$ cat config.mk
export PLATFORM = sky130hd
export DESIGN_NAME = ers_load_window
export DESIGN_NICKNAME = d
export VERILOG_FILES = /design/src/rtl/ers_pkg.sv /design/src/rtl/ers_wr_class.sv /design/src/rtl/ers_win_timer.sv /design/src/rtl/ers_sel_accum.sv /design/src/rtl/ers_win_fsm.sv /design/src/rtl/ers_load_window.sv
export SDC_FILE = /design/constraint.sdc
export NUM_CORES = 1
export LEC_CHECK = 0
export BUFFER_PORTS_ARGS = -buffer_cell sky130_fd_sc_hd__buf_2
export CAP_MARGIN = 20
export CORE_MARGIN = 10
export CORE_UTILIZATION = 49
export CTS_CLUSTER_SIZE = 12
export DETAILED_ROUTE_END_ITERATION = 7
export HOLD_SLACK_MARGIN = 0.05
export PLACE_DENSITY = 0.76
export SLEW_MARGIN = 20
export SYNTH_ARGS = -nofsm -noshare
export SYNTH_HDL_FRONTEND = slang
export SYNTH_SLANG_ARGS = --single-unit
$ cat constraint.sdc
create_clock -name clk_i -period 2.35 [get_ports clk_i]
set_clock_uncertainty 0.2 [all_clocks]
set_input_delay 0.3525 -clock clk_i [delete_from_list [all_inputs] [get_ports clk_i]]
set_output_delay 0.3525 -clock clk_i [all_outputs]
set_load 0.01 [all_outputs]
$ cat src/rtl/ers_pkg.sv
package ers_pkg;
  typedef enum logic [1:0] {ST_IDLE, ST_LOAD, ST_RUN, ST_NULL} ers_state_e;
  typedef enum logic [1:0] {WK_NONE, WK_APPEND, WK_SUSP, WK_OTHER} wr_kind_e;
  localparam logic [7:0] CODE_APPEND = 8'h30;
  localparam logic [7:0] CODE_SUSP   = 8'hB0;
endpackage

$ cat src/rtl/ers_wr_class.sv
module ers_wr_class
  import ers_pkg::*;
(
  input  logic       wr_i,
  input  logic [7:0] data_i,
  output wr_kind_e   kind_o
);
  always_comb begin
    if (!wr_i)                    kind_o = WK_NONE;
    else if (data_i == CODE_APPEND) kind_o = WK_APPEND;
    else if (data_i == CODE_SUSP)   kind_o = WK_SUSP;
    else                          kind_o = WK_OTHER;
  end
endmodule

$ cat src/rtl/ers_win_timer.sv
module ers_win_timer #(
  parameter int WIN_CYCLES = 8000
) (
  input  logic clk_i,
  input  logic rst_ni,
  input  logic run_i,
  input  logic restart_i,
  output logic expire_o
);
  localparam int CW = (WIN_CYCLES > 2) ? $clog2(WIN_CYCLES) : 1;
  localparam logic [CW-1:0] LAST = CW'(WIN_CYCLES - 1);

  logic [CW-1:0] cnt_q;

  always_ff @(posedge clk_i or negedge rst_ni) begin
    if (!rst_ni)                 cnt_q <= '0;
    else if (!run_i || restart_i) cnt_q <= '0;
    else if (cnt_q != LAST)      cnt_q <= cnt_q + 1'b1;
  end

  assign expire_o = run_i && (cnt_q == LAST);

  // quiet count never passes the window length
  a_r4_timer_bound: assert property (@(posedge clk_i) disable iff (!rst_ni)
    cnt_q <= LAST);
  // an accepted load leaves the window freshly restarted
  a_r3_restart_zero: assert property (@(posedge clk_i) disable iff (!rst_ni)
    restart_i |=> (cnt_q == '0));
endmodule

$ cat src/rtl/ers_sel_accum.sv
module ers_sel_accum #(
  parameter int SEC_W     = 5,
  parameter int GRP_SHIFT = 2
) (
  input  logic                             clk_i,
  input  logic                             rst_ni,
  input  logic                             clr_i,
  input  logic                             first_i,
  input  logic                             add_i,
  input  logic                             close_i,
  input  logic [SEC_W-1:0]                 sec_i,
  input  logic [(2**SEC_W>>GRP_SHIFT)-1:0] prot_grp_i,
  input  logic                             unprot_i,
  output logic [2**SEC_W-1:0]              mask_o,
  output logic                             masked_zero_o
);
  localparam int SECTORS = 2**SEC_W;

  logic [SECTORS-1:0] sel_q, onehot, prot_sec, masked;

  assign onehot = SECTORS'(1) << sec_i;

  for (genvar s = 0; s < SECTORS; s++) begin : g_prot
    assign prot_sec[s] = prot_grp_i[s >> GRP_SHIFT] & ~unprot_i;
  end

  assign masked        = sel_q & ~prot_sec;
  assign masked_zero_o = (masked == '0);

  always_ff @(posedge clk_i or negedge rst_ni) begin
    if (!rst_ni)      sel_q <= '0;
    else if (clr_i)   sel_q <= '0;
    else if (first_i) sel_q <= onehot;
    else if (add_i)   sel_q <= sel_q | onehot;
    else if (close_i) sel_q <= masked;
  end

  assign mask_o = sel_q;

  // nothing protected survives a close
  a_r7_no_protected: assert property (@(posedge clk_i) disable iff (!rst_ni)
    close_i |=> ((sel_q & $past(prot_sec)) == '0));
  // an add never drops a sector already held
  a_r3_add_keeps: assert property (@(posedge clk_i) disable iff (!rst_ni)
    add_i |=> ((sel_q & $past(sel_q)) == $past(sel_q)));
endmodule

$ cat src/rtl/ers_win_fsm.sv
module ers_win_fsm
  import ers_pkg::*;
#(
  parameter int NULL_CYCLES = 200
) (
  input  logic     clk_i,
  input  logic     rst_ni,
  input  logic     start_i,
  input  wr_kind_e kind_i,
  input  logic     expire_i,
  input  logic     masked_zero_i,
  input  logic     erase_done_i,
  output logic     clr_o,
  output logic     first_o,
  output logic     add_o,
  output logic     close_o,
  output logic     restart_o,
  output logic     go_o,
  output logic     susp_o,
  output logic     abort_o,
  output logic     win_open_o,
  output logic     q3_o,
  output logic     busy_o
);
  localparam int NW = (NULL_CYCLES > 1) ? $clog2(NULL_CYCLES) : 1;
  localparam logic [NW-1:0] NLAST = NW'(NULL_CYCLES - 1);

  ers_state_e    state_q, state_d;
  logic [NW-1:0] ncnt_q, ncnt_d;
  logic          go_q, go_d, susp_q, susp_d, abort_q, abort_d;

  always_comb begin
    state_d   = state_q;
    ncnt_d    = ncnt_q;
    go_d      = 1'b0;
    susp_d    = 1'b0;
    abort_d   = 1'b0;
    clr_o     = 1'b0;
    first_o   = 1'b0;
    add_o     = 1'b0;
    close_o   = 1'b0;
    restart_o = 1'b0;
    unique case (state_q)
      ST_IDLE: if (start_i) begin
        state_d = ST_LOAD;
        first_o = 1'b1;
      end
      ST_LOAD: begin
        if (kind_i == WK_APPEND) begin
          add_o     = 1'b1;
          restart_o = 1'b1;
        end else if (kind_i == WK_OTHER) begin
          clr_o   = 1'b1;
          abort_d = 1'b1;
          state_d = ST_IDLE;
        end else if (kind_i == WK_SUSP || expire_i) begin
          close_o = 1'b1;
          if (masked_zero_i) begin
            state_d = ST_NULL;
            ncnt_d  = '0;
          end else begin
            state_d = ST_RUN;
            go_d    = 1'b1;
            susp_d  = (kind_i == WK_SUSP);
          end
        end
      end
      ST_RUN: if (erase_done_i) begin
        clr_o   = 1'b1;
        state_d = ST_IDLE;
      end
      ST_NULL: begin
        if (ncnt_q == NLAST) state_d = ST_IDLE;
        else                 ncnt_d  = ncnt_q + 1'b1;
      end
      default: state_d = ST_IDLE;
    endcase
  end

  always_ff @(posedge clk_i or negedge rst_ni) begin
    if (!rst_ni) begin
      state_q <= ST_IDLE;
      ncnt_q  <= '0;
      go_q    <= 1'b0;
      susp_q  <= 1'b0;
      abort_q <= 1'b0;
    end else begin
      state_q <= state_d;
      ncnt_q  <= ncnt_d;
      go_q    <= go_d;
      susp_q  <= susp_d;
      abort_q <= abort_d;
    end
  end

  assign go_o       = go_q;
  assign susp_o     = susp_q;
  assign abort_o    = abort_q;
  assign win_open_o = (state_q == ST_LOAD);
  assign q3_o       = (state_q == ST_RUN) || (state_q == ST_NULL);
  assign busy_o     = (state_q != ST_IDLE);

  // a discarded batch lands in idle
  a_r5_abort_idle: assert property (@(posedge clk_i) disable iff (!rst_ni)
    abort_q |-> (state_q == ST_IDLE));
  // the all-protected path never starts an erase
  a_r8_null_no_go: assert property (@(posedge clk_i) disable iff (!rst_ni)
    (state_q == ST_NULL) |-> !go_q);
  // a running erase stays put until done
  a_r9_run_hold: assert property (@(posedge clk_i) disable iff (!rst_ni)
    (state_q == ST_RUN && !erase_done_i) |=> (state_q == ST_RUN));
endmodule

$ cat src/rtl/ers_load_window.sv
module ers_load_window
  import ers_pkg::*;
#(
  parameter int SEC_W       = 5,
  parameter int GRP_SHIFT   = 2,
  parameter int WIN_CYCLES  = 8000,
  parameter int NULL_CYCLES = 200
) (
  input  logic                             clk_i,
  input  logic                             rst_ni,
  input  logic                             start_i,
  input  logic                             wr_i,
  input  logic [SEC_W-1:0]                 wr_sec_i,
  input  logic [7:0]                       wr_data_i,
  input  logic [(2**SEC_W>>GRP_SHIFT)-1:0] prot_grp_i,
  input  logic                             unprot_i,
  input  logic                             erase_done_i,
  output logic [2**SEC_W-1:0]              mask_o,
  output logic                             erase_go_o,
  output logic                             susp_o,
  output logic                             abort_o,
  output logic                             win_open_o,
  output logic                             q3_o,
  output logic                             busy_o
);
  wr_kind_e kind;
  logic expire, masked_zero, clr, first, add, close, restart;

  ers_wr_class u_class (
    .wr_i   (wr_i),
    .data_i (wr_data_i),
    .kind_o (kind)
  );

  ers_win_timer #(.WIN_CYCLES(WIN_CYCLES)) u_timer (
    .clk_i     (clk_i),
    .rst_ni    (rst_ni),
    .run_i     (win_open_o),
    .restart_i (restart),
    .expire_o  (expire)
  );

  ers_sel_accum #(.SEC_W(SEC_W), .GRP_SHIFT(GRP_SHIFT)) u_accum (
    .clk_i         (clk_i),
    .rst_ni        (rst_ni),
    .clr_i         (clr),
    .first_i       (first),
    .add_i         (add),
    .close_i       (close),
    .sec_i         (wr_sec_i),
    .prot_grp_i    (prot_grp_i),
    .unprot_i      (unprot_i),
    .mask_o        (mask_o),
    .masked_zero_o (masked_zero)
  );

  ers_win_fsm #(.NULL_CYCLES(NULL_CYCLES)) u_fsm (
    .clk_i         (clk_i),
    .rst_ni        (rst_ni),
    .start_i       (start_i),
    .kind_i        (kind),
    .expire_i      (expire),
    .masked_zero_i (masked_zero),
    .erase_done_i  (erase_done_i),
    .clr_o         (clr),
    .first_o       (first),
    .add_o         (add),
    .close_o       (close),
    .restart_o     (restart),
    .go_o          (erase_go_o),
    .susp_o        (susp_o),
    .abort_o       (abort_o),
    .win_open_o    (win_open_o),
    .q3_o          (q3_o),
    .busy_o        (busy_o)
  );

  // start pulse lasts one cycle and comes with a non-empty mask
  a_r4_go_single: assert property (@(posedge clk_i) disable iff (!rst_ni)
    erase_go_o |=> !erase_go_o);
  a_r4_go_mask: assert property (@(posedge clk_i) disable iff (!rst_ni)
    erase_go_o |-> (mask_o != '0));
  // suspend flag only rides on a start
  a_r6_susp_with_go: assert property (@(posedge clk_i) disable iff (!rst_ni)
    susp_o |-> erase_go_o);
  // status bit 3 low whenever the window is open
  a_r2_q3_window: assert property (@(posedge clk_i) disable iff (!rst_ni)
    win_open_o |-> !q3_o);
  // mask frozen once the erase has begun
  a_r9_mask_stable: assert property (@(posedge clk_i) disable iff (!rst_ni)
    (q3_o && $past(q3_o)) |-> $stable(mask_o));
endmodule

Yosys cells after proc, flatten, opt, wreduce, memory -nomap -nowiden
Index checks and enable logic that the tools add are counted.
{"block": "op_classes", "n_shift": 1, "reduce_logical": 13, "n_mux": 46, "bitwise_logic": 12, "eq_ne": 20, "addsub": 2}
{"cell": "32-bit two-way mux", "count": 4}
{"cell": "8-bit two-way mux", "count": 5}
{"cell": "32-bit bitwise AND", "count": 1}
{"cell": "32-bit logical NOT", "count": 1}
{"cell": "32-bit inverter", "count": 1}
{"cell": "32-bit bitwise OR", "count": 1}
{"cell": "1-bit by 5-bit << shifter with 32-bit output (first input constant)", "count": 1}
{"cell": "13-bit two-way mux", "count": 2}
{"cell": "1-bit two-way mux", "count": 24}
{"cell": "8-bit == test (second input constant)", "count": 2}
{"cell": "2-bit two-way mux", "count": 8}
{"cell": "8-bit one-hot mux with 2 select lines", "count": 1}
{"cell": "13-bit by 1-bit adder with 13-bit output (second input constant)", "count": 1}
{"cell": "13-bit == test (second input constant)", "count": 1}
{"cell": "13-bit != test (second input constant)", "count": 1}
{"cell": "2-bit != test (second input constant)", "count": 6}
{"cell": "8-bit by 1-bit adder with 8-bit output (second input constant)", "count": 1}
{"cell": "1-bit bitwise AND", "count": 8}
{"cell": "2-bit == test (second input constant)", "count": 4}
{"cell": "8-bit by 6-bit == test with 1-bit output (second input constant)", "count": 1}
{"cell": "2-bit one-hot mux with 4 select lines", "count": 1}
{"cell": "6-bit AND reduction", "count": 1}
{"cell": "2-bit nonzero test", "count": 3}
{"cell": "5-bit AND reduction", "count": 1}
{"cell": "10 further kinds", "count": 14}
{"block": "word_totals", "register_bits": 58, "in_bits": 27, "output_inout_bits": 38, "word_cells": 101}

Logic depth before layout (Yosys ltp)
Gate-level depths: netlist of run 1.
{"block": "depth", "word_depth": 14, "mapped_depth": 11}

By module
Synthesis of run 1 repeated with hierarchy kept, for this count alone.
{"block": "unflattened", "cells_unflattened": 419, "area_unflattened_um2": 3676.0}
{"module": "ers_sel_accum", "n_inst": 1, "area_each_um2": 2108.3, "cells_per_inst": 247, "seq_area_each_um2": 800.8}
{"module": "ers_win_fsm", "n_inst": 1, "area_each_um2": 835.8, "cells_per_inst": 93, "seq_area_each_um2": 325.3}
{"module": "ers_win_timer", "n_inst": 1, "area_each_um2": 688.2, "cells_per_inst": 73, "seq_area_each_um2": 325.3}
{"module": "ers_wr_class", "n_inst": 1, "area_each_um2": 43.8, "cells_per_inst": 6, "seq_area_each_um2": 0.0}

Least setup slack after synthesis of run 1
Ideal clock, no wire load.
{"block": "synth_timing", "kind": "flip-flop to flip-flop", "from": "reg u_fsm.state_q[1]", "to": "reg u_fsm.ncnt_q[6]", "synth_period_minus_slack_ps": 2597, "path_stages_with_launch": 12, "required_time_ps": 2028, "arrival_ps": 2276, "setup_slack_ps": -247, "path_cell_list": "dfrtp_1 > inv_1 > ha_1 > clkbuf_1 > inv_1 > o211ai_1 > a22oi_1 > and4_1 > buf_6 > or2_2 > buf_6 > a32o_1"}
{"block": "synth_between", "elab_chain_cells": 5, "word_cells_on_any_way": 12}
{"element": "start: declaration", "line": "ers_win_fsm.sv:28", "rtl": "ers_state_e state_q, state_d;"}
{"element": "start signal: assignment", "line": "ers_win_fsm.sv:88", "rtl": "state_q <= state_d;"}
{"element": "2-bit by 1-bit == test with 1-bit output (*)", "line": "ers_win_fsm.sv:99", "rtl": "assign win_open_o = (state_q == ST_LOAD);"}
{"element": "named net win_open_o", "line": "ers_load_window.sv:22", "rtl": "output logic win_open_o,"}
{"element": "1-bit logical AND", "line": "ers_win_timer.sv:21", "rtl": "assign expire_o = run_i && (cnt_q == LAST);"}
{"element": "1-bit logical OR", "line": "ers_win_fsm.sv:56", "rtl": "end else if (kind_i == WK_SUSP || expire_i) begin"}
{"element": "2-bit by 1-bit != test with 1-bit output (no line)"}
{"element": "6-bit AND reduction (no line)"}
{"element": "end signal: assignment", "line": "ers_win_fsm.sv:89", "rtl": "ncnt_q <= ncnt_d;"}
{"element": "end: declaration", "line": "ers_win_fsm.sv:29", "rtl": "logic [NW-1:0] ncnt_q, ncnt_d;"}
The timed path passes the listed nets; every way through them passes the cells marked *.
A chain may end at the register's enable or synchronous reset.

Worst setup path after layout of run 1
{"block": "layout_timing", "from": "reg u_accum.sel_q[12] (netlist: u_accum.mask_o[12])", "to": "reg u_fsm.ncnt_q[1]"}
{"block": "layout_between", "elab_chain_cells": 4}
{"element": "start: declaration", "line": "ers_sel_accum.sv:19", "rtl": "logic [SECTORS-1:0] sel_q, onehot, prot_sec, masked;"}
{"element": "start signal: assignment", "line": "ers_sel_accum.sv:33", "rtl": "else if (first_i) sel_q <= onehot;"}
{"element": "start signal: assignment", "line": "ers_sel_accum.sv:34", "rtl": "else if (add_i) sel_q <= sel_q | onehot;"}
{"element": "start signal: assignment", "line": "ers_sel_accum.sv:35", "rtl": "else if (close_i) sel_q <= masked;"}
{"element": "32-bit bitwise AND", "line": "ers_sel_accum.sv:27", "rtl": "assign masked = sel_q & ~prot_sec;"}
{"element": "32-bit logical NOT", "line": "ers_sel_accum.sv:28", "rtl": "assign masked_zero_o = (masked == '0);"}
{"element": "2-bit != test (no line)"}
{"element": "6-bit AND reduction (no line)"}
Every way passes these cells.

==> results of run 1 <==
==> through the flow <==
step	util [%]	area [sq um]	std cells	hold WS, ps	power (mW)
after detailed placement	64.5	3880	508	207	2.73
after global placement	64.5	3880	508	193	2.70
after global routing	73.0	4400	530	159	4.16
final	73.0	4400	530	129	3.95
after floorplan	-	3140	329	-143	2.11
after CTS	68.5	4130	525	103	3.71
==> registers in the layout (all words and copies together), names as in the netlist <==
signal / cells
u_fsm.state_q: 2
u_fsm.abort_o: 1
u_timer.cnt_q: 13
u_fsm.ncnt_q: 8
u_fsm.susp_o: 1
u_accum.mask_o: 32
u_fsm.go_o: 1
==> cell usage in the layout, fill, tap and decap left out, types with 3 or more instances in the layout <==
cell type	count
buf_2	64
dfrtp_1	58
nor2_1	52
buf_4	49
a22oi_1	17
nand2_1	16
a22oi_2	16
nand3_1	10
clkbuf_8	10
inv_1	9
nor3_1	9
and2_1	8
o21ai_0	8
a21o_1	8
nand4_1	6
nand2_2	6
xor2_1	6
nand2b_1	5
and3_1	4
xnor2_1	4
a32o_1	4
ha_1	4
buf_6	4
nor4_1	3
o22ai_1	3
a21oi_1	3
nor4_2	3
nor3b_1	3
or3_1	3
clkinvlp_4	3
==> layout make-up <==
cell class | instances | area (sq um) | share of cell area, %
Sequential cell | 58 | 1450 | 33.0
Tap cell | 75 | 93.8 | 2.13
Inverter | 11 | 42.5 | 0.967
Clock inverter | 6 | 66.3 | 1.51
Multi-Input combinational cell | 250 | 1820 | 41.5
Clock buffer | 10 | 138 | 3.13
Timing Repair Buffer | 120 | 783 | 17.8
==> how the worst min path moves through the flow <==
| stage | start | to | slack [ps] | cells past startpoint |
|---|---|---|---|---|
| 2_1_floorplan | rst_ni | u_accum.mask_o[0] | -140 | 0 |
| 3_3_place_gp | rst_ni | u_fsm.ncnt_q[2] | 190 | 1 |
| 3_5_place_dp | rst_ni | u_fsm.ncnt_q[2] | 210 | 1 |
| 4_1_cts | wr_data_i[7] | u_fsm.susp_o | 100 | 3 |
| 5_1_grt | wr_data_i[7] | u_fsm.susp_o | 160 | 3 |
| 6_report | wr_data_i[7] | u_fsm.susp_o | 130 | 3 |
==> worst min-delay path, stage by stage <==
cell     delay, ps
buf_2          130
nand3_1        110
nor2b_1         60
==> cell families (layout without fill, tap and decap cells) <==
kind of cell | after synthesis | in the layout
xor gates and xnor gates | 10 | 10
DFF | 58 | 58
buffers and inverters | 21 | 147
and+or+nand+nor | 147 | 147
adders and majority gates | 6 | 6
AOI/OAI and AO/OA | 83 | 83
muxes | 4 | 4
==> power groups by stage <==
stage | clock network, mW | logic, mW | registers (mW)
6_report | 0.966 | 1.72 | 1.26
3_5_place_dp | 0 | 1.47 | 1.26
5_1_grt | 1.01 | 1.87 | 1.27
4_1_cts | 0.968 | 1.50 | 1.24
2_1_floorplan | 0 | 0.815 | 1.29
3_3_place_gp | 0 | 1.45 | 1.25
==> what timing repair did <==
action | CTS | global route
hold endpoints to repair | 25 | 0
hold buffers | 1 | 0
resized for setup | 7 | 51
setup endpoints to repair | 30 | 48
pin swaps | 0 | 11
setup buffers | 0 | 5
==> routing by layer <==
layer	GRT usage, %	up-vias	part of all wire, %
met2	30.5	163	48
li1	-	1453	-
met4	6.50	0	2.0
met3	6.78	21	9.5
met5	0	-	0
met1	24.0	1583	41
==> results.py, run 1 <==
metrics = {
    "global_routing": {
        "antenna_found_initial": 0,
        "grt_max_degree": 34,
        "grt-ovfl-total": 0,
        "grt_pass1_wl_mm": 15.6,
        "grt_pass1_vias": 3134,
        "groute.usage.overall_pct": 19.3,
    },
    "floorplan": {
        "core_sq_mm": 0.00603,
        "dieArea_sq_mm": 0.00993,
        "die_height_microns": 99.6,
        "initial_core_util_pct": 51.6,
        "fp.dieW_microns": 99.6,
        "rows": 28,
        "ios": 65,
    },
    "worst_setup_path": {
        "r2r_start": "u_accum.mask_o[12]",
        "slowest_delay_ps": 410,
        "rr_worst_depth": 8,
        "worstSetupEndpoint": "u_fsm.ncnt_q[1]",
        "cp.required_ps": 2430,
        "crit_slowest_cell": "dfrtp_1",
        "r2r_setup_slack_ps": -80,
        "worstReg2RegEnd": "u_fsm.ncnt_q[1]",
        "end_kind": "flop",
        "path_buf_inv": 2,
        "crit_chain": "nor4_1 > buf_4 > o22ai_2 > nor4_2 > buf_4 > and4_4 > or2_4 > mux2i_1",
        "critPathLaunch": "u_accum.mask_o[12]",
        "arrival_ps": 2520,
        "cp_common_cell": "buf_4",
        "critical_path_class": "flop to flop",
        "path_max_fanout": 7,
        "crit_family": "simple AND/OR/NAND/NOR gates",
        "cp.depth": 8,
        "cp-start-kind": "flop",
    },
    "synthesis": {
        "synth-edff-count": 0,
        "synthTopCellsByArea": "dfrtp_1 47%, a22oi_1 8.0%, nor2_1 6.4%, nand2_1 2.9%, ha_1 2.4%",
        "synth_xor_area_share_pct": 2.82,
        "ys_ff_latch": 58,
        "synth_top_area_cell": "dfrtp_1",
        "muxShareOfSynthArea_pct": 1.37,
        "synth_async_sr_flop_share_pct": 100,
        "syn-num-nets": 362,
        "synth-simple-area-share_pct": 24.3,
        "synth_flop_cell": "dfrtp_1",
        "synth_top_area_share_pct": 46.7,
        "netlist_area_sq_mm": 0.00311,
        "synthTopCellsByCount": "58 x dfrtp_1, 53 x nor2_1, 33 x a22oi_1, 24 x nand2_1",
        "ys.warnings.count": 0,
        "yosysMostFrequentCell": "dfrtp_1",
        "synth_seq_area_share_pct": 46.7,
        "synth_compound_area_share_pct": 19.4,
        "syn_inst": 329,
        "syn_area_per_cell_sq_um": 9.45,
        "synthAdderAreaFrac_pct": 2.42,
        "synth_top_family_by_area": "simple AND/OR/NAND/NOR gates",
        "yosysUniqueCellTypes": 55,
    },
    "cts": {
        "clock-sinks": 58,
        "path_clk_slew_ps": 70,
        "clock_latency_ps": 360,
        "cts_tree": "yes",
        "clock_path_buffers": 2,
        "cts_buffers": 9,
        "cts_root_buf": "clkbuf_8",
        "htree_levels": 3,
    },
    "timing": {
        "relSlewSlack_pct": 48.0,
        "rsz0062_at_grt": "true",
        "worst_pin_slew_ps": 778,
        "finalCriticalPeriod_ps": 2430,
        "finalHoldViolations": 0,
        "setup_violations": 9,
        "fin_ws_ps": -85.0,
        "finalCritPeriodShare_pct": 104,
        "finalSetupTns_ps": -489,
        "slew_violations": 0,
        "fmax_ghz": 0.411,
    },
    "drt": {
        "routed_wl_mm": 10.3,
        "first_pass_iters": 5,
        "drt-vias-per-instance": 6.08,
        "num_vias": 3220,
        "ant_nets": 0,
        "route.detailed.drc": 0,
        "wl_per_cell_microns": 19.3,
        "drt_iter0_drc": 155,
    },
    "pwr": {
        "peakVddDrop_uv": 636,
        "power.density_mw_per_mm2": 898,
        "netSwitchingFraction_pct": 38.8,
        "pwr-share-clk_pct": 24.5,
        "comb_power_share_pct": 43.6,
        "p_leak_nw": 2.18,
        "internal_power_mw": 2.42,
        "p_switching_mw": 1.53,
        "p_seq_share_pct": 32.0,
    },
    "place": {
        "routabilityCongestion": 0.914,
        "dp_slack_ps": -83.2,
        "post-dp-hpwl_mm": 6.92,
        "portBuffers": 64,
    },
    "layout": {
        "drive_above_1_share_pct": 41.3,
        "antenna_cells": 0,
        "nFillCells": 419,
        "synthToLayoutAreaGrowth_pct": 41.5,
        "nNetsFinal": 483,
    },
    "flow_run": {
        "drv_cap": 0,
    },
    "run_status": {
        "violations": "setup timing",
        "run_status": "finished with violations",
    },
    "min_path": {
        "hold_path_class": "input pin to flop",
    },
}
Power figures use the tool's default switching activity.
==> inputs of run 2 (changes only) <==
--- a/config.mk
+++ b/config.mk
@@ -7,12 +7,14 @@
 export LEC_CHECK = 0
 export BUFFER_PORTS_ARGS = -buffer_cell sky130_fd_sc_hd__buf_2
 export CAP_MARGIN = 20
+export CELL_PAD_IN_SITES_DETAIL_PLACEMENT = 1
+export CELL_PAD_IN_SITES_GLOBAL_PLACEMENT = 1
 export CORE_MARGIN = 10
-export CORE_UTILIZATION = 49
+export CORE_UTILIZATION = 37
 export CTS_CLUSTER_SIZE = 12
 export DETAILED_ROUTE_END_ITERATION = 7
 export HOLD_SLACK_MARGIN = 0.05
-export PLACE_DENSITY = 0.76
+export PLACE_DENSITY_LB_ADDON = 0.1
 export SLEW_MARGIN = 20
 export SYNTH_ARGS = -nofsm -noshare
 export SYNTH_HDL_FRONTEND = slang
==> results.py, run 2 (synthesized netlist as in run 1, its figures left out) <==
metrics = {
    "place": {
        "post-dp-hpwl_mm": 7.99,
        "dpl_cell_area_sq_mm": 0.00396,
        "routabilityCongestion": 0.840,
        "place_inst": 543,
        "portBuffers": 64,
        "dp_slack_ps": -128,
    },
    "pwr": {
        "comb_power_share_pct": 43.2,
        "peakVddDrop_uv": 383,
        "p_leak_nw": 2.23,
        "netSwitchingFraction_pct": 36.5,
        "power.density_mw_per_mm2": 916,
        "internal_power_mw": 2.56,
        "p_switching_mw": 1.47,
        "p_seq_share_pct": 31.0,
        "pwr-share-clk_pct": 25.8,
    },
    "min_path": {
        "hold_path_class": "input pin to flop",
        "hp-start": "wr_data_i[7]",
        "holdPathEnd": "u_fsm.susp_o",
        "whs_path_depth": 3,
    },
    "worst_setup_path": {
        "crit_family": "simple AND/OR/NAND/NOR gates",
        "arrival_ps": 2430,
        "cp.required_ps": 2380,
        "r2r_start": "u_timer.cnt_q[0]",
        "rr_worst_depth": 8,
        "worstReg2RegEnd": "u_fsm.ncnt_q[4]",
        "path_buf_inv": 1,
        "slowest_delay_ps": 570,
        "cp-start-kind": "flop",
        "crit_slowest_cell": "or4_4",
        "path_max_fanout": 3,
        "critical_path_class": "flop to flop",
        "r2r_setup_slack_ps": -50,
        "crit_chain": "ha_2 > nand4_2 > or4_4 > a211oi_2 > and4_4 > buf_6 > o22ai_1 > a32o_2",
        "end_kind": "flop",
    },
    "timing": {
        "finalCriticalPeriod_ps": 2400,
        "finalHoldViolations": 0,
        "relSlewSlack_pct": 54.1,
        "whs_ps": 129,
        "worst_pin_slew_ps": 687,
        "setup_violations": 5,
        "fin_ws_ps": -49.2,
        "slew_violations": 0,
        "fmax_ghz": 0.417,
        "finalCritPeriodShare_pct": 102,
        "rsz0062_at_grt": "true",
    },
    "layout": {
        "largest_reg_flops": 32,
        "final_area_sq_mm": 0.00440,
        "final_cell_mix": "64 x buf_2, 58 x dfrtp_1, 55 x buf_4",
        "nNetsFinal": 490,
        "final_common_cell": "buf_2",
        "drive_above_1_share_pct": 38.5,
        "synthToLayoutAreaGrowth_pct": 41.7,
        "nFillCells": 957,
        "antenna_cells": 0,
        "finish.utilization_pct": 53.9,
        "final_cells": 567,
    },
    "drt": {
        "routed_wl_mm": 11.0,
        "ant_nets": 0,
        "drt-vias-per-instance": 5.47,
        "route.detailed.drc": 0,
        "num_vias": 3104,
        "drt_iter0_drc": 93,
        "wl_per_cell_microns": 19.4,
        "first_pass_iters": 4,
    },
    "global_routing": {
        "antenna_found_initial": 0,
        "grt_pass1_wl_mm": 18.1,
        "grt_max_degree": 59,
        "grt-ovfl-total": 0,
        "grt_pass1_vias": 3369,
        "groute.usage.overall_pct": 17.5,
    },
    "floorplan": {
        "rows": 33,
        "core_sq_mm": 0.00818,
        "ios": 65,
        "die_height_microns": 112,
        "dieArea_sq_mm": 0.0125,
        "fp.dieW_microns": 112,
        "initial_core_util_pct": 38.0,
    },
    "flow_run": {
        "drv_cap": 0,
    },
    "cts": {
        "htree_levels": 3,
        "clock_path_buffers": 2,
        "clock_latency_ps": 340,
        "clock-sinks": 58,
        "cts_buffers": 9,
        "path_clk_slew_ps": 70,
        "cts_tree": "yes",
        "cts_root_buf": "clkbuf_8",
    },
    "run_status": {
        "violations": "setup timing",
        "run_status": "finished with violations",
    },
}
-- run 2: cell types whose count changed in the layout (fill, tap and decap cells not counted), moves of 2 or more --
cell / delta
o22ai_1: +2
and2_1: -2
a22oi_2: -13
o21ai_0: -2
o21ai_1: +4
o21ai_2: -2
a22oi_1: +13
o22ai_2: -2
buf_4: +6
clkinvlp_4: -2
and2_2: +2
-- run 2: cell type report --
| class | instances | area [sq um] | share of cell area, % |
|---|---|---|---|
| multi-input combinational | 250 | 1710 | 38.9 |
| sequential | 58 | 1450 | 33.0 |
| timing repair buffer | 127 | 848 | 19.3 |
| clock buffer | 11 | 141 | 3.21 |
| tap | 105 | 131 | 2.98 |
| clock inverter | 5 | 77.6 | 1.76 |
| inverter | 11 | 42.5 | 0.966 |
-- run 2: repair_timing --
| item | CTS | global route |
|---|---|---|
| endpoints found under the setup margin | 20 | 42 |
| gates resized for setup | 11 | 29 |
| hold buffers | 1 | 0 |
| setup buffers | 3 | 4 |
| hold endpoints to repair | 58 | 0 |
| pin swaps | 2 | 10 |
-- run 2: how the worst max path moves through the flow --
stage | from | depth (start not counted) | endpoint
2_1_floorplan | u_timer.cnt_q[0] | 10 | u_fsm.ncnt_q[1]
4_1_cts | u_timer.cnt_q[0] | 8 | u_fsm.ncnt_q[4]
6_report | u_timer.cnt_q[0] | 8 | u_fsm.ncnt_q[4]
3_3_place_gp | u_accum.mask_o[15] | 9 | u_fsm.ncnt_q[5]
5_1_grt | u_timer.cnt_q[1] | 8 | u_fsm.ncnt_q[4]
3_5_place_dp | u_timer.cnt_q[1] | 8 | u_fsm.state_q[0]
-- run 2: power groups by stage --
stage,clock network [mW],logic [mW],registers [mW]
2_1_floorplan,0,0.815,1.29
3_3_place_gp,0,1.54,1.25
3_5_place_dp,0,1.58,1.26
4_1_cts,1.07,1.64,1.24
5_1_grt,1.13,1.92,1.27
6_report,1.04,1.74,1.25
-- run 2: per-stage QoR --
step / TNS [ps] / power (mW)
3_3_place_gp: -157 / 2.80
4_1_cts: -34.6 / 3.95
2_1_floorplan: -102 / 2.11
6_report: -111 / 4.04
5_1_grt: -679 / 4.32
3_5_place_dp: -822 / 2.84
-- run 2: worst register-to-register path, delay by kind of cell (launching register included) --
kind	cells	cell delay, ps
AO/OA/AOI/OAI	3	490
adder cells (fa/ha/maj)	1	190
buffers and inverters	1	110
flip-flops	1	360
AND/OR/NAND/NOR	3	930
-- run 2: metal layers --
metal | vias to the layer above | wire (microns) | GRT usage, %
met5 | - | 0 | 0
met4 | 0 | 109 | 4.37
met3 | 8 | 588 | 4.78
met2 | 76 | 5430 | 28.9
met1 | 1555 | 4840 | 22.1
li1 | 1465 | - | -
==> inputs of run 3 (changes only) <==
--- a/config.mk
+++ b/config.mk
@@ -5,17 +5,18 @@
 export SDC_FILE = /design/constraint.sdc
 export NUM_CORES = 1
 export LEC_CHECK = 0
+export ABC_AREA = 1
 export BUFFER_PORTS_ARGS = -buffer_cell sky130_fd_sc_hd__buf_2
 export CAP_MARGIN = 20
 export CELL_PAD_IN_SITES_DETAIL_PLACEMENT = 1
 export CELL_PAD_IN_SITES_GLOBAL_PLACEMENT = 1
+export CORE_ASPECT_RATIO = 0.8
 export CORE_MARGIN = 10
 export CORE_UTILIZATION = 37
 export CTS_CLUSTER_SIZE = 12
 export DETAILED_ROUTE_END_ITERATION = 7
 export HOLD_SLACK_MARGIN = 0.05
 export PLACE_DENSITY_LB_ADDON = 0.1
-export SLEW_MARGIN = 20
 export SYNTH_ARGS = -nofsm -noshare
 export SYNTH_HDL_FRONTEND = slang
 export SYNTH_SLANG_ARGS = --single-unit
==> results.py, run 3 <==
metrics = {
    "drt": {
        "num_vias": 4353,
        "wl_per_cell_microns": 16.3,
        "route.detailed.drc": 0,
        "routed_wl_mm": 13.6,
        "first_pass_iters": 4,
        "ant_nets": 0,
        "drt-vias-per-instance": 5.21,
        "drt_iter0_drc": 226,
    },
    "min_path": {
        "hold_path_class": "input pin to flop",
    },
    "timing": {
        "worst_pin_slew_ps": 639,
        "finalHoldViolations": 0,
        "finalCriticalPeriod_ps": 2140,
        "whs_ps": 261,
        "finalCritPeriodShare_pct": 91.2,
        "rsz0062_at_grt": "false",
        "relSlewSlack_pct": 57.4,
        "slew_violations": 0,
        "fmax_ghz": 0.467,
        "finalSetupTns_ps": 0,
        "setup_violations": 0,
    },
    "cts": {
        "cts_buffers": 9,
        "cts_tree": "yes",
        "clock_path_buffers": 2,
        "clock-sinks": 58,
        "cts_resized": 0,
        "cts_root_buf": "clkbuf_16",
        "path_clk_slew_ps": 50,
        "htree_levels": 3,
        "clock_latency_ps": 330,
    },
    "layout": {
        "final_common_cell": "nand2_1",
        "nNetsFinal": 719,
        "finish.utilization_pct": 45.5,
        "synthToLayoutAreaGrowth_pct": 18.5,
        "final_cell_mix": "109 x nand2_1, 96 x inv_1, 80 x o21ai_0, 80 x nand3_1, 64 x buf_2",
        "largest_reg_flops": 32,
        "drive_above_1_share_pct": 19.0,
        "antenna_cells": 0,
    },
    "place": {
        "routabilityCongestion": 0.837,
        "post-dp-hpwl_mm": 10.1,
        "portBuffers": 64,
    },
    "synthesis": {
        "synth-edff-count": 0,
        "netlist_area_sq_mm": 0.00423,
        "muxShareOfSynthArea_pct": 0,
        "synth_top_area_cell": "dfrtp_1",
        "yosysMostFrequentCell": "nand2_1",
        "synthAdderAreaFrac_pct": 1.77,
        "syn_area_per_cell_sq_um": 6.79,
        "yosysUniqueCellTypes": 36,
        "ys_ff_latch": 58,
        "synth_top_area_share_pct": 34.3,
        "syn_inst": 623,
        "synth_async_sr_flop_share_pct": 100,
        "synthTopCellsByCount": "109 x nand2_1, 96 x inv_1, 80 x nand3_1, 80 x o21ai_0, 58 x dfrtp_1",
        "synth_compound_area_share_pct": 13.5,
        "synth_xor_area_share_pct": 1.04,
        "synthTopCellsByArea": "dfrtp_1 34%, nand2_1 9.7%, nand3_1 9.5%, o21ai_0 9.5%, inv_1 8.5%",
        "synth_top_family_by_area": "simple AND/OR/NAND/NOR gates",
        "ys.warnings.count": 0,
        "synth_flop_cell": "dfrtp_1",
        "syn-num-nets": 656,
        "synth_seq_area_share_pct": 34.3,
        "synth-simple-area-share_pct": 35.5,
    },
    "pwr": {
        "peakVddDrop_uv": 346,
        "p_leak_nw": 2.78,
        "power.density_mw_per_mm2": 768,
        "p_total_mw": 3.85,
    },
    "worst_setup_path": {
        "critical_path_class": "flop to flop",
        "cp.required_ps": 2360,
        "slowest_delay_ps": 420,
        "path_max_fanout": 9,
        "crit_slowest_cell": "dfrtp_1",
        "cp-start-kind": "flop",
        "cp_common_cell": "nand2_1",
        "crit_chain": "ha_1 > inv_1 > nand2_1 > nand2_1 > nand2_1 > inv_1 > nand2_1 > nor2_8 > nand2_2 > nand2_1 > nand2_1",
        "arrival_ps": 2160,
        "end_kind": "flop",
    },
    "global_routing": {
        "groute.usage.overall_pct": 17.0,
        "grt_pass1_vias": 4587,
        "grt-ovfl-total": 0,
        "grt_max_degree": 65,
        "grt_pass1_wl_mm": 23.1,
        "antenna_found_initial": 0,
    },
    "floorplan": {
        "dieArea_sq_mm": 0.0161,
        "ios": 65,
        "initial_core_util_pct": 38.4,
        "die_height_microns": 116,
        "fp.dieW_microns": 140,
        "rows": 34,
        "core_sq_mm": 0.0110,
    },
    "run_status": {
        "run_status": "finished, final reports clean",
    },
    "flow_run": {
        "drv_cap": 0,
    },
}
## run 3: changes by cell type after synthesis, moves of 6 or more
| cell | change |
|---|---|
| buf_2 | +12 |
| nand3_1 | +70 |
| a21o_1 | -8 |
| a22oi_1 | -33 |
| nand2_1 | +85 |
| nor4_1 | -6 |
| nand4_1 | +22 |
| a21oi_1 | +17 |
| nand3_2 | +11 |
| o21ai_0 | +70 |
| nand2_2 | +8 |
| inv_1 | +86 |
| and2_1 | -8 |
## run 3: cell type report
class / instances / area (sq um)
multi-input cells: 430 / 2190
inverters: 105 / 397
repair buffers: 82 / 483
flip-flops and latches: 58 / 1450
fillers: 1458 / 6010
clock buffers: 12 / 256
clock inverters: 4 / 50.0
well taps: 144 / 180
## run 3: path summary, 6_finish.rpt
| path | endpoint | cells after the start | slack [ps] | from |
|---|---|---|---|---|
| min in group asynchronous | u_fsm.ncnt_q[3] | 2 | 380 | rst_ni |
| setup reg to reg | u_fsm.ncnt_q[6] | 11 | 210 | u_fsm.state_q[0] |
| hold reg to reg | u_timer.cnt_q[4] | 1 | 290 | u_timer.cnt_q[3] |
| hold / removal | u_fsm.susp_o | 5 | 260 | wr_i |
| setup / recovery | u_fsm.ncnt_q[6] | 11 | 210 | u_fsm.state_q[0] |
| max in group asynchronous | u_accum.mask_o[19] | 3 | 950 | rst_ni |
## run 3: where the power goes
group          switching [mW]  internal, mW
Sequential             0.0668          1.07
Clock                   0.493         0.877
Combinational           0.983         0.362
## run 3: logic make-up after synthesis
| group | Yosys count |
|---|---|
| fa+ha+maj | 6 |
| xor+xnor | 5 |
| compound gates | 111 |
| simple gates | 308 |
| buf+inv | 135 |
| flops | 58 |
## run 3: per-stage QoR
step	setup WS, ps	std cells	instance area, sq um
after detailed placement	176	818	4690
after CTS	212	835	5010
after global routing	20.6	835	5010
after floorplan	460	623	4230
after global placement	198	818	4690
final	207	835	5010
## run 3: repair_timing
action	in CTS	in global routing
hold endpoints to repair	24	0
buffers inserted	0	0
hold buffers	1	0
## run 3: critical path, delay by kind of cell (launching register included)
kind,cells,cell delay (ps)
adder cells (fa/ha/maj),1,280
buffers and inverters,2,300
flip-flops,1,420
AND/OR/NAND/NOR,8,830
## run 3: layer usage
metal	global-route usage (%)	part of all wire, %	vias to the layer above
li1	-	-	2158
met3	4.21	4.0	13
met1	21.9	48	2120
met5	0	0	-
met2	28.3	47	62
met4	4.19	1.1	0
